--- src/rtl/rtc_irq_pkg.sv ---
package rtc_irq_pkg;
  localparam int DATA_W   = 8;
  localparam int NUM_SRC  = 3;
  localparam int SRC_LSB  = 4;
  localparam int BIT_SUM  = 7;
  localparam logic ADDR_EN   = 1'b0;
  localparam logic ADDR_FLAG = 1'b1;

  typedef struct packed {
    logic clrFlags;
    logic holdEvents;
    logic wrEnable;
    logic selFlag;
  } ctrlStrobe_t;
endpackage

--- src/rtl/rtc_irq_ctrl_dec.sv ---
module rtc_irq_ctrl_dec
  import rtc_irq_pkg::*;
(
  input  logic        busAddr,
  input  logic        busWr,
  input  logic        busRd,
  output ctrlStrobe_t strobe
);
  always_comb begin
    strobe.selFlag    = (busAddr == ADDR_FLAG);
    strobe.clrFlags   = busRd && (busAddr == ADDR_FLAG);
    strobe.holdEvents = busRd && (busAddr == ADDR_FLAG);
    strobe.wrEnable   = busWr && (busAddr == ADDR_EN);
  end
endmodule

--- src/rtl/rtc_irq_datapath.sv ---
module rtc_irq_datapath
  import rtc_irq_pkg::*;
(
  input  logic               clk,
  input  logic               rstN,
  input  logic [NUM_SRC-1:0] events,
  input  logic [DATA_W-1:0]  wdata,
  input  ctrlStrobe_t        strobe,
  output logic [DATA_W-1:0]  rdata,
  output logic               irqN
);
  logic [NUM_SRC-1:0] flags;
  logic [NUM_SRC-1:0] pend;
  logic [NUM_SRC-1:0] enables;
  logic               active;

  always_ff @(posedge clk or negedge rstN) begin
    if (!rstN) begin
      flags   <= '0;
      pend    <= '0;
      enables <= '0;
    end else begin
      if (strobe.wrEnable) enables <= wdata[SRC_LSB +: NUM_SRC];
      if (strobe.clrFlags) begin
        flags <= '0;
        pend  <= (strobe.holdEvents) ? (pend | events) : pend;
      end else begin
        flags <= flags | pend | events;
        pend  <= '0;
      end
    end
  end

  assign active = |(flags & enables);
  assign irqN   = ~active;

  always_comb begin
    rdata = '0;
    if (strobe.selFlag) begin
      rdata[BIT_SUM]               = active;
      rdata[SRC_LSB +: NUM_SRC]    = flags;
    end else begin
      rdata[SRC_LSB +: NUM_SRC]    = enables;
    end
  end

  AST_CLEAR_ON_READ: assert property (@(posedge clk) disable iff (!rstN)
    strobe.clrFlags |=> (flags == '0));
  AST_HOLD_DURING_READ: assert property (@(posedge clk) disable iff (!rstN)
    (strobe.clrFlags && (events != '0)) |=> ((pend & $past(events)) == $past(events)));
  AST_STICKY_FLAGS: assert property (@(posedge clk) disable iff (!rstN)
    !strobe.clrFlags |=> ((flags & $past(flags | events)) == $past(flags | events)));
  AST_ENABLE_STABLE: assert property (@(posedge clk) disable iff (!rstN)
    !strobe.wrEnable |=> $stable(enables));
  AST_IRQ_TRACKS_FLAGS: assert property (@(posedge clk) disable iff (!rstN)
    (flags == '0) |-> irqN);
endmodule

--- src/rtl/rtc_irq_ctrl.sv ---
module rtc_irq_ctrl
  import rtc_irq_pkg::*;
(
  input  logic              clk,
  input  logic              rstN,
  input  logic              evAlarm,
  input  logic              evPeriodic,
  input  logic              evUpdate,
  input  logic              busAddr,
  input  logic              busWr,
  input  logic              busRd,
  input  logic [DATA_W-1:0] busWdata,
  output logic [DATA_W-1:0] busRdata,
  output logic              irqN
);
  ctrlStrobe_t        strobe;
  logic [NUM_SRC-1:0] events;

  assign events = {evPeriodic, evAlarm, evUpdate};

  rtc_irq_ctrl_dec ctrl_i (
    .busAddr (busAddr),
    .busWr   (busWr),
    .busRd   (busRd),
    .strobe  (strobe)
  );

  rtc_irq_datapath dp_i (
    .clk    (clk),
    .rstN   (rstN),
    .events (events),
    .wdata  (busWdata),
    .strobe (strobe),
    .rdata  (busRdata),
    .irqN   (irqN)
  );

  AST_SUMMARY_MATCH: assert property (@(posedge clk) disable iff (!rstN)
    (busAddr == ADDR_FLAG) |-> (busRdata[BIT_SUM] == !irqN));
  AST_FLAG_WRITE_IGNORED: assert property (@(posedge clk) disable iff (!rstN)
    (busWr && busAddr == ADDR_FLAG && !busRd && !evAlarm && !evPeriodic && !evUpdate) |=> $stable(irqN));
endmodule

--- config.mk ---
export PLATFORM = sky130hd
export DESIGN_NAME = rtc_irq_ctrl
export DESIGN_NICKNAME = d
export VERILOG_FILES = /design/src/rtl/rtc_irq_pkg.sv /design/src/rtl/rtc_irq_ctrl_dec.sv /design/src/rtl/rtc_irq_datapath.sv /design/src/rtl/rtc_irq_ctrl.sv
export SDC_FILE = /design/constraint.sdc
export NUM_CORES = 1
export LEC_CHECK = 0
export ABC_AREA = 1
export BUFFER_PORTS_ARGS = -buffer_cell sky130_fd_sc_hd__buf_2
export CORE_AREA = 4 4 41 43
export CTS_CLUSTER_SIZE = 25
export DETAILED_ROUTE_END_ITERATION = 16
export DIE_AREA = 0 0 45 47
export PLACE_DENSITY_LB_ADDON = 0.08
export SYNTH_ARGS = -nofsm -noshare
export SYNTH_HDL_FRONTEND = slang
export SYNTH_SLANG_ARGS = --single-unit
--- constraint.sdc ---
create_clock -name clk -period 0.9 [get_ports clk]
set_input_delay 0.045 -clock clk [delete_from_list [all_inputs] [get_ports clk]]
set_output_delay 0.045 -clock clk [all_outputs]
set_load 0.005 [all_outputs]
## Word level (Yosys, flattened, before mapping)

Index checks and enable logic that the tools add are counted.

- Input port bits: 16
- Word-level logic and storage cells: 16
- Register bits: 9

- Multiplexer cells: 4
- Reductions and logical operators: 3
- Bitwise operators: 6

Operators by type and width:

| kind | number |
|---|---|
| two-way mux 3 bit | 3 |
| OR 3 bit | 3 |
| bitwise AND 3 bit | 1 |
| OR reduction 3 bit | 1 |
| logical AND 1 bit | 2 |
| NOT 1 bit | 2 |
| two-way mux 1 bit | 1 |

## Depth between registers and ports, before layout

Gate-level depths: netlist of the first run.

- Word-level depth: 3
- Depth in mapped cells: 4
- Gate-level depth less buffers: 4

## Modules after synthesis

From an unflattened synthesis of the first run, not the netlist that was laid out.

- Cells, all modules: 57
- Area, all modules: 452.9 µm²

Modules (own cells, without submodules):

| module | cells an instance | seq. area each (µm²) | instances | area an instance (µm²) |
|---|---|---|---|---|
| rtc_irq_datapath | 51 | 225.2 | 1 | 422.9 |
| rtc_irq_ctrl_dec | 6 | 0.0 | 1 | 30.0 |

## Worst setup path after synthesis of the first run

Ideal clock, no wire load.

- Path kind: flip-flop to flip-flop
- Start: register dp_i.pend[0]
- End: register dp_i.flags[0]
- Clock period less this slack: 0.647 ns
- Data required time: 0.775 ns
- Path buffers: 0
- Setup time: 0.125 ns
- Arrival time: 0.522 ns
- Path slack: 0.253 ns
- Stages on the path, launching flop included: 3
- Cell sequence: dfrtp_1 nor2_1 a21oi_1

- Cells in the longest elaborated chain, start to end: 3

Ends and longest elaborated chain:

| item | line | text |
|---|---|---|
| from (decl) | rtc_irq_datapath.sv:13 | `logic [NUM_SRC-1:0] pend;` |
| from (signal assigned) | rtc_irq_datapath.sv:26 | `pend <= (strobe.holdEvents) ? (pend \| events) : pend;` |
| OR 3 bit (2 in series) | rtc_irq_datapath.sv:28 | `flags <= flags \| pend \| events;` |
| two-way mux 3 bit | rtc_irq_datapath.sv:24 | `if (strobe.clrFlags) begin` |
| to (signal assigned) | rtc_irq_datapath.sv:28 |  |
| to (decl) | rtc_irq_datapath.sv:12 | `logic [NUM_SRC-1:0] flags;` |

Every way passes these cells.
A chain may end at the register's enable or synchronous reset.

## Worst setup path after layout of the first run

- Start: register dp_i.enables[0]
- End: output port busRdata[7]

- Cells in the longest elaborated chain, start to end: 3

Ends and longest elaborated chain:

| item | line | text |
|---|---|---|
| from (decl) | rtc_irq_datapath.sv:14 | `logic [NUM_SRC-1:0] enables;` |
| from (signal assigned) | rtc_irq_datapath.sv:23 | `if (strobe.wrEnable) enables <= wdata[SRC_LSB +: NUM_SRC];` |
| bitwise AND 3 bit | rtc_irq_datapath.sv:34 | `assign active = \|(flags & enables);` |
| OR reduction 3 bit | rtc_irq_datapath.sv:34 |  |
| two-way mux 1 bit | rtc_irq_datapath.sv:39 | `if (strobe.selFlag) begin` |
| to (decl) | rtc_irq_ctrl.sv:13 | `output logic [DATA_W-1:0] busRdata,` |

Every way passes these cells.

==> results of run 1 <==
[final cells by class]
type	instances	area share
inverter	7	0.0468
tap	15	0.0334
sequential	9	0.401
timing repair buffer	19	0.192
multi-input combinational	35	0.281
clock buffer	4	0.0468
[logic make-up (layout without fill, tap and decap cells)]
kind of cell | after synthesis | count (layout) | share of synthesized area
AOI/OAI and AO/OA | 6 | 6 | 0.0721
buffers and inverters | 11 | 30 | 0.135
DFF | 9 | 9 | 0.541
and+or+nand+nor | 25 | 25 | 0.243
other | 1 | 4 | 0.00900
[registers in the layout, indices dropped and copies added, names as in the netlist]
register and flops:
dp_i.enables 3, dp_i.flags 3, dp_i.pend 3
[per-stage QoR]
step	setup slack (ns)	hold WS, ns	instance area [sq um]	setup TNS (ns)	total power, mW
final	-0.156	0.0110	562	-0.390	0.961
after floorplan	0.253	-0.251	428	0	0.561
after global routing	-0.231	0.0134	562	-0.821	1.04
after CTS	-0.168	0.00729	548	-0.436	0.966
after detailed placement	0.101	-0.0936	492	0	0.626
after global placement	0.109	-0.0908	492	0	0.626
[cells in the final DEF, fill, tap and decap left out]
| cell | count |
|---|---|
| buf_2 | 15 |
| nand2_1 | 13 |
| dfrtp_1 | 9 |
| nor2_1 | 6 |
| inv_1 | 6 |
| conb_1 | 4 |
| a21oi_1 | 3 |
| nand3_1 | 3 |
| clkbuf_4 | 3 |
| buf_4 | 3 |
| o21ai_1 | 2 |
| nand2_2 | 2 |
| inv_2 | 1 |
| o21ai_2 | 1 |
| nand3_2 | 1 |
| clkbuf_1 | 1 |
| dlygate4sd3_1 | 1 |
[worst max-delay path by stage]
stage	from	end	slack, ns	depth (start not counted)
2_1_floorplan	dp_i.pend[0]	dp_i.flags[0]	0.25	2
3_3_place_gp	dp_i.enables[1]	busRdata[7]	0.11	5
3_5_place_dp	dp_i.enables[1]	busRdata[7]	0.10	5
4_1_cts	dp_i.enables[1]	busRdata[7]	-0.17	5
5_1_grt	dp_i.enables[0]	busRdata[7]	-0.23	5
6_report	dp_i.enables[0]	busRdata[7]	-0.16	5
[report_power, final]
group	internal (mW)	total, mW	switching (mW)
registers	0.440	0.460	0.0206
clock network	0.171	0.309	0.138
logic	0.0947	0.191	0.0966
total	0.705	0.961	0.256
[worst max-delay path: stages (launching register included)]
cell     delay (ns)
dfrtp_1        0.39
nand2_1        0.08
nand3_2        0.08
nand2_1        0.06
inv_1          0.03
buf_2          0.11
[synthesized netlist by cell type]
master / instances / share of area
nand3_1: 4 / 0.048
a21oi_1: 3 / 0.036
nand2_2: 1 / 0.015
buf_4: 4 / 0.072
nor2_1: 6 / 0.054
o21ai_1: 3 / 0.036
conb_1: 1 / 0.0090
nand2_1: 14 / 0.13
inv_2: 1 / 0.0090
inv_1: 6 / 0.054
dfrtp_1: 9 / 0.54
[timing repair]
item / in CTS / in global routing
pin swaps: 7 / 1
hold buffers: 1 / 0
setup buffers: 2 / 1
resized for setup: 1 / 2
hold endpoints to repair: 9 / 0
endpoints found under the setup margin: 5 / 5
[routing by layer]
| layer | share of wire | vias to the layer above | GRT usage |
|---|---|---|---|
| met5 | 0 | - | 0 |
| li1 | - | 195 | - |
| met1 | 0.44 | 163 | 0.117 |
| met2 | 0.44 | 16 | 0.136 |
| met3 | 0.12 | 0 | 0.0690 |
| met4 | 0 | 0 | 0.0526 |
==> metrics, run 1 <==
residual DRC count=0; Placed Cells=81; r2r setup slk=0.06 ns; CTS buffer count=3; Syn. warnings=0; peak supply drop=910 uV; diode count=0; Critical Path Start Type=flop; Detailed Routing Iterations Pass 1=3; Synth Cell Area=417 sq um; R2R Path Start=dp_i.enables[0]; Hold Fails Final Rpt=0; IO Pins=25; Multi-input gate area=158 sq um; #FFs+latches synth=9; dpl hpwl=639 um; post-route ant nets=0; final core occ=0.432; GRT Total Usage=0.0998; class of the worst hold path=input pin to flop; Clock Path Buffers=2; Final setup viols=5; worst hold path endpoint=dp_i.pend[0]; gpl congestion=0.738; failing checks=setup timing; Via-to-Cell Ratio=around 4.2; crit path max fanout=3; Achievable Freq=947 MHz; NumNets Final=91; worst r2r path cells=4; DR WL/cell=9.25 um; die area=2120 sq um; latest clock arrival within the worst-skew pair=0.26 ns; Hold Crit Start=evUpdate; Sequential cell area=225 sq um; library cells used by synthesis=11; vias in the first global route=328; initial antenna violation count=0; TritonCTS clock tree=yes; Avg Inst Size Synth=8.01 sq um; Layout Area Growth over Synthesis=34.8%; IO Port Bufs=15; RSZ-0062 raised after global routing=yes; number of fillers in the final layout=134; r2r endpoint=dp_i.enables[0]; Non-Filler Instances=89; final wirelength=823 um; # clock sinks=9; Leakage=0.334 nW; crit path DAT=1.01 ns; core area=1300 sq um; power per cell area=around 1700 nW/um^2; part of the cycle the worst path needs=1.17; CP Class=flop to output pin; Horiz. Die Dim=45 um; hold path depth=3; final-report max-slew violation count=0; outcome=complete, but fails checks; DRT iter0 DRCs=5; Vias=approximately 370; starting density of the core=0.320; fin worst setup slack=-0.156 ns; first-pass GRT wire length=1.37 mm; cell count after synthesis=52; Clk pin slew, worst setup/hold paths=around 0.060 ns; die height=47 um; crit path time final=1.06 ns; GRT overflow=0; Required @ worst endpoint=0.85 ns; Root Buffer Master=clkbuf_4; crit end category=output pin; worst clock skew=0.00661 ns; H-tree depth=1; MaxCap Viol Count=0; sequential-to-total area share from yosys stat=0.541; largest net degree at the start of global routing=11; layout cell share with drive strength beyond 1=0.351; row cnt=13
No activity file was read; power rests on OpenSTA's default activity.
==> inputs of run 2 (changes only) <==
Settings changed: MAX_ROUTING_LAYER set to met4.
==> metrics, run 2 (synthesized netlist as in run 1, its figures left out) <==
largest delay contributor family on the critical path=flip-flops; Largest regs=dp_i.enables x3, dp_i.flags x3, dp_i.pend x3; Int Pwr=0.705 mW (about the same); Detailed Routing Iterations Pass 1=3 (unchanged); worst clock skew=0.00654 ns (-0.0000726 ns); worst r2r path cells=4 (unchanged); RSZ-0062 raised after global routing=yes; Clock Path Buffers=2 (unchanged); Hold Crit Start=evUpdate; Horiz. Die Dim=45 um (unchanged); crit end category=output pin; final wirelength=823 um (unchanged); part of the cycle the worst path needs=1.17 (about the same); r2r setup slk=0.06 ns (about the same); # clock sinks=9 (unchanged); Slowest Stage Delay on Critical Path=0.39 ns (about the same); Final setup viols=5 (unchanged); Total Power=0.961 mW (about the same); fin worst setup slack=-0.156 ns (-0.000129 ns); residual DRC count=0 (unchanged); peak supply drop=910 uV (about the same); vias in the first global route=321 (-2.1%); crit path time final=1.06 ns (+0.000129 ns); DR WL/cell=9.25 um (unchanged); Root Buffer Master=clkbuf_4; gpl congestion=0.747 (+1.2%); die area=2120 sq um (unchanged); CTS buffer count=3 (unchanged); dpl hpwl=639 um (unchanged); die height=47 um (unchanged); IO Port Bufs=15 (unchanged); H-tree depth=1 (unchanged); GRT overflow=0 (unchanged); TritonCTS clock tree=yes; latest clock arrival within the worst-skew pair=0.26 ns (about the same); Achievable Freq=947 MHz (about the same); hold path depth=3 (unchanged); switching part of the total power=0.266 (about the same); MaxCap Viol Count=0 (unchanged); crit path max fanout=3 (unchanged); crit path DAT=1.01 ns (about the same); Leakage=0.334 nW (unchanged); largest net degree at the start of global routing=11 (unchanged); worst hold path endpoint=dp_i.pend[0]; first-pass GRT wire length=1.37 mm (unchanged); r2r endpoint=dp_i.enables[0]; most common cell after layout, fill and taps aside=buf_2; outcome=complete, but fails checks; class of the worst hold path=input pin to flop; Layout Area Growth over Synthesis=34.8% (unchanged); number of fillers in the final layout=134 (unchanged); row cnt=13 (unchanged); Required @ worst endpoint=0.85 ns (about the same); GRT Total Usage=0.103 (+0.00330); IO Pins=25 (unchanged); starting density of the core=0.320 (unchanged); Gate power share=0.199 (about the same); slowest CP cell=dfrtp_1; Crit path top cell by count=nand2_1; CP Class=flop to output pin; Vias=376 (+0.53%); core area=1300 sq um (unchanged); layout cell share with drive strength beyond 1=0.351 (unchanged); most frequent cells in the layout=buf_2, nand2_1, dfrtp_1; Clk pwr share=0.322 (about the same); Sequential Power Share=0.479 (about the same); NumNets Final=91 (unchanged); Clk pin slew, worst setup/hold paths=0.06 ns (about the same); Critical Path Start Type=flop; Buffers & Inverters on Critical Path=2 (unchanged); Hold Fails Final Rpt=0 (unchanged); hold_ws=0.0107 ns (-0.000285 ns); critical-path cell list=nand2_1, nand3_2, nand2_1, inv_1, buf_2; initial antenna violation count=0 (unchanged); DRT iter0 DRCs=5 (unchanged); power per cell area=1710 nW/um^2 (about the same); diode count=0 (unchanged); R2R Path Start=dp_i.enables[0]; Via-to-Cell Ratio=4.22 (+0.53%); failing checks=setup timing; post-route ant nets=0 (unchanged); final-report max-slew violation count=0 (unchanged); Switch Pwr=0.256 mW (+0.10%)
## run 2: cell counts in the layout (fill, tap and decap cells not counted)
No cell type changed its count.
## run 2: cell type report
| type | count | area (sq um) | area share |
|---|---|---|---|
| multi-input combinational | 35 | 158 | 0.281 |
| clock buffer | 4 | 26.3 | 0.0468 |
| sequential | 9 | 225 | 0.401 |
| tap | 15 | 18.8 | 0.0334 |
| timing repair buffer | 19 | 108 | 0.192 |
| inverter | 7 | 26.3 | 0.0468 |
## run 2: how the worst max path moves through the flow
stage / slack (ns) / end / depth (start not counted) / start
6_report: -0.16 / busRdata[7] / 5 / dp_i.enables[0]
5_1_grt: -0.23 / busRdata[7] / 5 / dp_i.enables[0]
4_1_cts: -0.17 / busRdata[7] / 5 / dp_i.enables[1]
3_5_place_dp: 0.10 / busRdata[7] / 5 / dp_i.enables[1]
3_3_place_gp: 0.11 / busRdata[7] / 5 / dp_i.enables[1]
2_1_floorplan: 0.25 / dp_i.flags[0] / 2 / dp_i.pend[0]
## run 2: power groups by stage
stage,sequential (mW),clock (mW),combinational [mW]
after global routing,0.466,0.351,0.223
after CTS,0.459,0.324,0.184
after detailed placement,0.467,0,0.159
final,0.460,0.309,0.191
after floorplan,0.463,0,0.0984
after global placement,0.467,0,0.159
## run 2: repair_timing
item                                   in CTS  in global routing
setup endpoints to repair                   5                  5
hold buffers                                1                  0
buffers inserted                            2                  1
pin swaps                                   7                  1
resized for setup                           1                  2
endpoints found under the hold margin       9                  0
## run 2: per-stage QoR
stage / area [sq um] / TNS [ns] / cells / worst slack, ns / utilization
detailed placement: 492 / 0 / 81 / 0.101 / 0.378
CTS: 548 / -0.436 / 88 / -0.168 / 0.421
global route: 562 / -0.821 / 89 / -0.231 / 0.432
floorplan: 428 / 0 / 55 / 0.253 / -
finish: 562 / -0.391 / 89 / -0.156 / 0.432
global placement: 492 / 0 / 81 / 0.109 / 0.378
## run 2: worst min-delay path, stage by stage
cell	delay, ns
buf_2	0.07
nor2_1	0.04
nor2_1	0.07
## run 2: routing by layer
layer  vias up  global-route usage  wire [um]
met5         -                   -          0
met4         0              0.0526          4
met3         2              0.0690         98
met2        16               0.136        357
met1       163               0.117        363
li1        195                   -          -
==> inputs of run 3 (changes only) <==
Settings changed: TNS_END_PERCENT set to 30.
Clock period 0.9 ns to 1.01 ns, I/O delays scaled along.
==> metrics, run 3 (synthesized netlist as in run 1, its figures left out) <==
post-route ant nets=0 (unchanged); die height=47 um (unchanged); failing checks=setup timing; Clk pin slew, worst setup/hold paths=0.06 ns (about the same); GRT Total Usage=0.103 (unchanged); residual DRC count=0 (unchanged); final instance area=573 sq um (+2.0%); TNS Setup=-0.0461 ns (+0.345 ns); Critical Path Start Type=flop; final-report max-slew violation count=0 (unchanged); DRT iter0 DRCs=6 (+1); Layout Area Growth over Synthesis=37.5%; starting density of the core=0.320 (unchanged); Final setup viols=1 (-4); fin worst setup slack=-0.0461 ns (+0.110 ns); Horiz. Die Dim=45 um (unchanged); initial antenna violation count=0 (unchanged); IO Port Bufs=15 (unchanged); Detailed Routing Iterations Pass 1=4 (+1); diode count=0 (unchanged); crit end category=output pin; vias in the first global route=321 (unchanged); worst clock skew=0.00652 ns (-0.0000136 ns); GRT overflow=0 (unchanged); latest clock arrival within the worst-skew pair=0.26 ns (about the same); Leakage=0.339 nW (+1.5%); CP Class=flop to output pin; crit path DAT=1.01 ns (about the same); most frequent cells in the layout=buf_2, nand2_1, dfrtp_1; crit path time final=1.06 ns; row cnt=13 (unchanged); largest net degree at the start of global routing=11 (unchanged); Via-to-Cell Ratio=4.19 (-0.85%); final wirelength=821 um (-0.24%); Required @ worst endpoint=0.96 ns (+0.11 ns); first-pass GRT wire length=1.37 mm (unchanged); dpl hpwl=639 um (unchanged); Clock Path Buffers=2 (unchanged); most common cell after layout, fill and taps aside=buf_2; CTS buffer count=3 (unchanged); Largest regs=dp_i.enables x3, dp_i.flags x3, dp_i.pend x3; # clock sinks=9 (unchanged); DR WL/cell=9.12 um (-1.4%); layout cell share with drive strength beyond 1=0.387 (+0.0353); class of the worst hold path=input pin to flop; Root Buffer Master=clkbuf_4; IO Pins=25 (unchanged); Vias=377 (+0.27%); gpl congestion=0.747 (unchanged); Achievable Freq=947 MHz; part of the cycle the worst path needs=1.05; crit path max fanout=3 (unchanged); Cell Area, Placed=492 sq um (unchanged); H-tree depth=1 (unchanged); RSZ-0062 raised after global routing=yes; core area=1300 sq um (unchanged); NumNets Final=92 (+1.1%); TritonCTS clock tree=yes; Hold Fails Final Rpt=0 (unchanged); die area=2120 sq um (unchanged); MaxCap Viol Count=0 (unchanged); peak supply drop=815 uV (-11%); power per cell area=1510 nW/um^2 (-12%); outcome=complete, but fails checks
[run 3: changes by cell type in the layout (fill, tap and decap cells not counted), sizes merged]
cell,previous run,this run
buf,18,19
[run 3: worst max-delay path, stage by stage, from the launching register on]
cell	delay (ns)
dfrtp_1	0.39
nand2_1	0.08
nand3_2	0.08
nand2_1	0.06
inv_1	0.03
buf_2	0.11
[run 3: area by class of cell]
type                       instances  area (sq um)
clock buffer                       4          26.3
inverter                           7          26.3
tap                               15          18.8
sequential                         9           225
fill                             134           728
multi-input combinational         35           161
timing repair buffer              20           115
[run 3: repair_timing]
item                       4_1_cts  5_1_grt
cloned                           0        0
setup buffers                    2        2
hold endpoints to repair         9        0
setup endpoints to repair        2        5
pin swaps                        3        5
hold buffers                     1        0
gates resized for setup          1        4
[run 3: per-layer routing]
layer | routed length [um] | global-route usage
met1 | 362 | 0.117
met3 | 98 | 0.0690
met5 | 0 | -
met2 | 356 | 0.136
met4 | 4 | 0.0526
[run 3: final timing paths]
check	slack, ns	start	cells past startpoint	endpoint
max in group asynchronous	0.67	rstN	2	dp_i.enables[1]
setup / recovery	-0.05	dp_i.enables[2]	5	busRdata[7]
min in group asynchronous	0.16	rstN	2	dp_i.pend[2]
setup reg to reg	0.17	dp_i.enables[0]	4	dp_i.enables[0]
hold reg to reg	0.48	dp_i.pend[0]	2	dp_i.pend[0]
hold / removal	0.02	evUpdate	3	dp_i.pend[0]
[run 3: where the power goes]
group	leakage [nW]	total, mW	switching (mW)	internal [mW]
registers	0.110	0.411	0.0191	0.392
clock network	0.0150	0.275	0.123	0.152
logic	0.214	0.181	0.0888	0.0919
[run 3: per-stage QoR]
| step | instances | hold WS (ns) | util | total power, mW | setup slack (ns) |
|---|---|---|---|---|---|
| 2_1_floorplan | 55 | -0.245 | - | 0.500 | 0.361 |
| 3_3_place_gp | 81 | -0.0853 | 0.378 | 0.558 | 0.213 |
| 3_5_place_dp | 81 | -0.0881 | 0.378 | 0.558 | 0.206 |
| 4_1_cts | 88 | 0.0128 | 0.421 | 0.861 | -0.0647 |
| 5_1_grt | 90 | 0.0189 | 0.440 | 0.938 | -0.122 |
| 6_report | 90 | 0.0166 | 0.440 | 0.867 | -0.0461 |
